--- src/rtl/hostreg_pkg.sv ---
`timescale 1ns/1ps
package hostreg_pkg;
  typedef enum logic [2:0] {
    S_IDLE  = 3'd0,
    S_YIELD = 3'd1,
    S_SETUP = 3'd2,
    S_ACK_A = 3'd3,
    S_ACK_B = 3'd4,
    S_HOLD  = 3'd5,
    S_GAP   = 3'd6
  } seq_state_t;
endpackage

--- src/rtl/hostreg_rst_sync.sv ---
`timescale 1ns/1ps
module hostreg_rst_sync #(
  parameter int STAGES = 2
) (
  input  logic clk,
  input  logic rst_n,
  output logic rst_sync_n
);
  logic [STAGES-1:0] shift_q;

  always_ff @(posedge clk or negedge rst_n) begin
    if (!rst_n) shift_q <= '0;
    else        shift_q <= {shift_q[STAGES-2:0], 1'b1};
  end

  assign rst_sync_n = shift_q[STAGES-1];
endmodule

--- src/rtl/hostreg_capture.sv ---
`timescale 1ns/1ps
module hostreg_capture #(
  parameter int ADDR_W = 4
) (
  input  logic              clk,
  input  logic              rst_n,
  input  logic              cap_en,
  input  logic [ADDR_W-1:0] addr_in,
  input  logic              rd_in,
  output logic [ADDR_W-1:0] addr_q,
  output logic              rd_q
);
  logic [ADDR_W-1:0] addr_d;
  logic              rd_d;

  always_comb begin
    addr_d = addr_q;
    rd_d   = rd_q;
    if (cap_en) begin
      addr_d = addr_in;
      rd_d   = rd_in;
    end
  end

  always_ff @(posedge clk or negedge rst_n) begin
    if (!rst_n) begin
      addr_q <= '0;
      rd_q   <= 1'b0;
    end else begin
      addr_q <= addr_d;
      rd_q   <= rd_d;
    end
  end
endmodule

--- src/rtl/hostreg_seq.sv ---
`timescale 1ns/1ps
module hostreg_seq
  import hostreg_pkg::*;
(
  input  logic clk,
  input  logic rst_n,
  input  logic cs_n,
  input  logic as_n,
  input  logic mst_own,
  input  logic mst_free,
  output logic cap_en,
  output logic ack_on,
  output logic wr_slot,
  output logic hold_st,
  output logic yield_on
);
  seq_state_t st_q, st_d;

  always_comb begin
    st_d   = st_q;
    cap_en = 1'b0;
    unique case (st_q)
      S_IDLE: begin
        if (!cs_n && !as_n) begin
          cap_en = 1'b1;
          st_d   = mst_own ? S_YIELD : S_SETUP;
        end
      end
      S_YIELD: if (mst_free) st_d = S_SETUP;
      S_SETUP: st_d = S_ACK_A;
      S_ACK_A: st_d = S_ACK_B;
      S_ACK_B: st_d = S_HOLD;
      S_HOLD:  if (as_n) st_d = cs_n ? S_GAP : S_IDLE;
      S_GAP:   st_d = S_IDLE;
      default: st_d = S_IDLE;
    endcase
  end

  always_ff @(posedge clk or negedge rst_n) begin
    if (!rst_n) st_q <= S_IDLE;
    else        st_q <= st_d;
  end

  assign ack_on   = (st_q == S_ACK_A) || (st_q == S_ACK_B) || (st_q == S_HOLD);
  assign wr_slot  = (st_q == S_ACK_B);
  assign hold_st  = (st_q == S_HOLD);
  assign yield_on = (st_q == S_YIELD);
endmodule

--- src/rtl/hostreg_slave.sv ---
`timescale 1ns/1ps
module hostreg_slave #(
  parameter int ADDR_W     = 4,
  parameter int DATA_W     = 16,
  parameter int RST_STAGES = 2
) (
  input  logic              clk,
  input  logic              rst_n,
  input  logic              cs_n,
  input  logic              as_n,
  input  logic              rd_nwr,
  input  logic [ADDR_W-1:0] addr,
  input  logic [DATA_W-1:0] wdata,
  output logic              start_ack_n,
  output logic [1:0]        dsize_ack_n,
  output logic              dsize_oe,
  output logic [DATA_W-1:0] rdata,
  output logic              rdata_oe,
  output logic [ADDR_W-1:0] reg_addr,
  output logic              reg_wr_en,
  output logic [DATA_W-1:0] reg_wdata,
  input  logic [DATA_W-1:0] reg_rdata,
  input  logic              mst_own,
  input  logic              mst_free,
  output logic              mst_yield_req
);
  logic rst_core_n;
  logic cap_en, ack_on, wr_slot, hold_st, yield_on;
  logic rd_q;
  logic size_on;

  hostreg_rst_sync #(.STAGES(RST_STAGES)) rst_i (
    .clk(clk), .rst_n(rst_n), .rst_sync_n(rst_core_n)
  );

  hostreg_seq seq_i (
    .clk(clk), .rst_n(rst_core_n), .cs_n(cs_n), .as_n(as_n),
    .mst_own(mst_own), .mst_free(mst_free),
    .cap_en(cap_en), .ack_on(ack_on), .wr_slot(wr_slot),
    .hold_st(hold_st), .yield_on(yield_on)
  );

  hostreg_capture #(.ADDR_W(ADDR_W)) cap_i (
    .clk(clk), .rst_n(rst_core_n), .cap_en(cap_en),
    .addr_in(addr), .rd_in(rd_nwr), .addr_q(reg_addr), .rd_q(rd_q)
  );

  // size acknowledge is released by whichever host strobe rises first
  assign size_on       = hold_st && !cs_n && !as_n;
  assign dsize_ack_n   = {2{~size_on}};
  assign dsize_oe      = ack_on;
  assign start_ack_n   = ~ack_on;
  assign rdata_oe      = ack_on && rd_q && !as_n;
  assign rdata         = reg_rdata;
  assign reg_wr_en     = wr_slot && !rd_q;
  assign reg_wdata     = wdata;
  assign mst_yield_req = yield_on;
endmodule

--- config.mk ---
export PLATFORM = sky130hd
export DESIGN_NAME = hostreg_slave
export DESIGN_NICKNAME = d
export VERILOG_FILES = /design/src/rtl/hostreg_pkg.sv /design/src/rtl/hostreg_rst_sync.sv /design/src/rtl/hostreg_capture.sv /design/src/rtl/hostreg_seq.sv /design/src/rtl/hostreg_slave.sv
export SDC_FILE = /design/constraint.sdc
export NUM_CORES = 1
export LEC_CHECK = 0
export BUFFER_PORTS_ARGS = -buffer_cell sky130_fd_sc_hd__buf_4
export CAP_MARGIN = 20
export CELL_PAD_IN_SITES_DETAIL_PLACEMENT = 0
export CELL_PAD_IN_SITES_GLOBAL_PLACEMENT = 1
export CORE_ASPECT_RATIO = 0.6
export CORE_UTILIZATION = 22
export CTS_BUF_LIST = sky130_fd_sc_hd__clkbuf_8
export DETAILED_ROUTE_END_ITERATION = 6
export PLACE_DENSITY = 0.88
export SYNTH_ARGS = -nofsm -noshare
export SYNTH_HDL_FRONTEND = slang
export SYNTH_SLANG_ARGS = --single-unit
--- constraint.sdc ---
create_clock -name clk -period 1.45 [get_ports clk]
set_input_delay 0.0725 -clock clk [delete_from_list [all_inputs] [get_ports clk]]
set_output_delay 0.0725 -clock clk [all_outputs]
set_load 0.01 [all_outputs]
==> reports/qor.json <==
{
  "place": {
    "placedCellCount": 110,
    "dp_hpwl_um": 954,
    "place_congestion": 0.776,
    "port-buffer-count": 21
  },
  "synthesis": {
    "synth_top_area_share_pct": 33.5,
    "mappedNetlistArea_sq_um": 762,
    "synth_async_sr_flop_share_pct": 100,
    "post_synth_main_area_contributors": "buf_4 (33%), dfrtp_1 (33%), mux2_2 (7.4%)",
    "post_synth.cell_area_avg_sq_um": 10.2,
    "post_synth_inst_count": 75,
    "synth_adder_area_share_pct": 0,
    "synth_compound_gate_area_share_pct": 8.70,
    "synthesis_stage_register_bit_count": 10,
    "post_synth_mux_area_share_pct": 8.70,
    "postSynth.topFlopCell": "dfrtp_1",
    "synth.yosys.seq_area_share_pct": 32.8,
    "post_synth_and_or_nand_nor_area_fraction_pct": 14.6,
    "top_cell_type_by_total_area_after_synthesis": "buf_4",
    "yosysWarningCount": 0,
    "mappedNetlistNets": 118,
    "number_of_enable_flip_flop_cells_after_synthesis": 0,
    "post_synth_xor_area_fraction_pct": 0,
    "synth_top_family_by_area": "buffers and inverters",
    "number_of_distinct_library_cells_after_synthesis": 24
  },
  "routing": {
    "final_antenna_net_count": 0,
    "dr_total_vias": 485,
    "vias_per_cell": 4.08,
    "wl_per_cell_um": 11.4,
    "detailed_route_wire_length_um": 1360,
    "drt-initial-drc-count": 17,
    "drt_pre_antenna_iters": 4,
    "route.detailed.drc": 0
  },
  "clocking": {
    "cts.htree.levels": 1,
    "tritoncts": "yes",
    "cts_sinks": 10,
    "cts.reportedPaths.clkPinSlew_ns": 0.05,
    "clock-root-buffer": "clkbuf_8",
    "number_of_clock_buffers_inserted_by_tritoncts": 3,
    "cts.path.max_buffers": 2,
    "clk_latency_ns": 0.23
  },
  "timing": {
    "slew_viol_final": 0,
    "fmaxAchievable_ghz": 0.679,
    "final.period_utilization_pct": 102,
    "clock-skew-final_ns": 0.00677,
    "grt_setup_unrepaired": "yes",
    "final_setup_slack_of_the_worst_path_ns": -0.0221,
    "final_period_minus_worst_setup_slack_ns": 1.47,
    "hold_violations": 0,
    "finalSetupViolCount": 2
  },
  "setup_path": {
    "cp-start-kind": "register",
    "cp-end-kind": "output port",
    "worst-setup-path-type": "register to output port",
    "crit_chain": "nand2b_4 -> or4b_4 -> buf_6",
    "crit_family": "simple AND/OR/NAND/NOR gates",
    "timing.critical_path.slowest_cell_delay_ns": 0.50,
    "crit_required_ns": 1.38,
    "timing.critical_path.arrival_ns": 1.40,
    "critical_path.n_buffers_inverters": 1,
    "reg2reg_slack_ns": 0.03,
    "timing.critical_path.fanout_max": 3,
    "timing.critical_path.slowest_stage_cell": "or4b_4",
    "ff2ff_path_depth": 4,
    "worst-path-stages": 3
  },
  "worst_hold_path": {
    "hold_class": "input pin to register",
    "worstHoldPathCells": 2
  },
  "floorplanning": {
    "initial_utilization_pct": 23.2,
    "boundaryPins": 86,
    "die-area_sq_mm": 0.00371,
    "die_x_um": 78.0,
    "core_region_area_sq_mm": 0.00328,
    "die-height_um": 47.6,
    "fp-row-count": 16
  },
  "outcome": {
    "status": "finished, violations left",
    "violated_checks": "negative setup slack"
  },
  "global_route": {
    "via_count_of_the_first_global_routing_pass": 469,
    "grt_antenna_before_repair": 0,
    "largest_net_degree_at_the_start_of_global_routing": 12,
    "grt_overflow": 0,
    "grt_pass1_wl_um": 1970,
    "grt_util_all_layers_pct": 7.00
  },
  "cells_and_area": {
    "fillCellCount": 340,
    "multiInputGateArea_sq_um": 299,
    "layout_cells_excl_fill": 119,
    "area_growth_pct": 18.9,
    "most-common-layout-cells": "buf_4 (25), dfrtp_1 (9), buf_6 (5)",
    "antenna_cells": 0,
    "area.sequential_sq_um": 251,
    "most_frequent_standard_cell_in_the_layout_excluding_fill_and_tap_cells": "buf_4",
    "finalNetCount": 119,
    "layout-drive-gt1-share_pct": 66.2
  },
  "power": {
    "post-layout-total-power_mw": 1.82,
    "vdd_drop_max_v": 0.000407,
    "power_leakage_nw": 0.407,
    "powerDensity_mw_per_mm2": 2010
  },
  "job": {
    "cap_violations": 0
  }
}
-- worst reg2reg max path: stages, from the launching register on --
cell     delay [ns]
dfrtp_2        0.43
buf_4          0.15
nor4b_4        0.25
buf_6          0.16
mux2_2         0.33
-- stage by stage --
stage / hold slack, ns / instance area (sq um) / setup WS, ns / setup TNS [ns] / utilization (%)
final: 0.0713 / 906 / -0.0221 / -0.0429 / 27.6
after global routing: 0.0679 / 906 / -0.0721 / -0.228 / 27.6
after CTS: 0.0704 / 806 / -0.0487 / -0.0960 / 24.5
after detailed placement: -0.141 / 746 / 0.0225 / 0 / 22.7
after global placement: -0.145 / 746 / 0.0999 / 0 / 22.7
after floorplan: -0.223 / 762 / 0.0272 / 0 / -
-- final timing paths --
path,startpoint,end
worst min register to register,rst_i.shift_q[1],cap_i.addr_q[3]
worst max-delay path,seq_i.st_q[1],dsize_ack_n[0]
max in group asynchronous,rst_i.shift_q[1],seq_i.st_q[2]
min in group asynchronous,rst_i.shift_q[1],cap_i.addr_q[3]
worst min-delay path,addr[1],cap_i.addr_q[1]
worst max register to register,seq_i.st_q[2],cap_i.addr_q[0]
-- cell type report --
class,instances,area share [%]
Tap cell,45,6.22
Timing Repair Buffer,31,28.0
Inverter,1,0.414
Clock buffer,3,4.56
Multi-Input combinational cell,29,33.0
Sequential cell,10,27.8
-- cells in the mapped netlist, types with 2 or more instances --
master   number
buf_4        34
dfrtp_1      10
mux2_2        5
nand2_1       2
nor2_1        2
nor3_1        2
nor3b_1       2
o21a_1        2
-- logic make-up after synthesis --
group	count (synthesis)
simple gates	15
flops	10
buf+inv	36
mux	6
other cells	1
compound gates	7
-- registers in the layout, indices dropped and copies added (netlist names) --
register	count
cap_i.addr_q	4
cap_i.rd_q	1
rst_i.shift_q	2
seq_i.st_q	3
-- per-layer routing --
metal	GRT usage, %	share of wire, %
met5	0	0
met4	5.93	3.5
met3	3.43	8.3
met2	11.7	51
met1	7.10	37
-- where the power goes --
part	leakage, nW	internal (mW)	total [mW]	switching, mW
sequential	0.119	0.400	0.488	0.0880
combinational	0.266	0.626	1.06	0.432
clock	0.0216	0.180	0.275	0.0944
-- repair_timing --
action                     CTS  global route
setup endpoints to repair    3             9
resized for setup            2            16
cloned                       0             0
hold buffers                 1             0
buffers inserted             0             5
hold endpoints to repair     2             0
pin swaps                    0             3
Power figures use the tool's default switching activity.
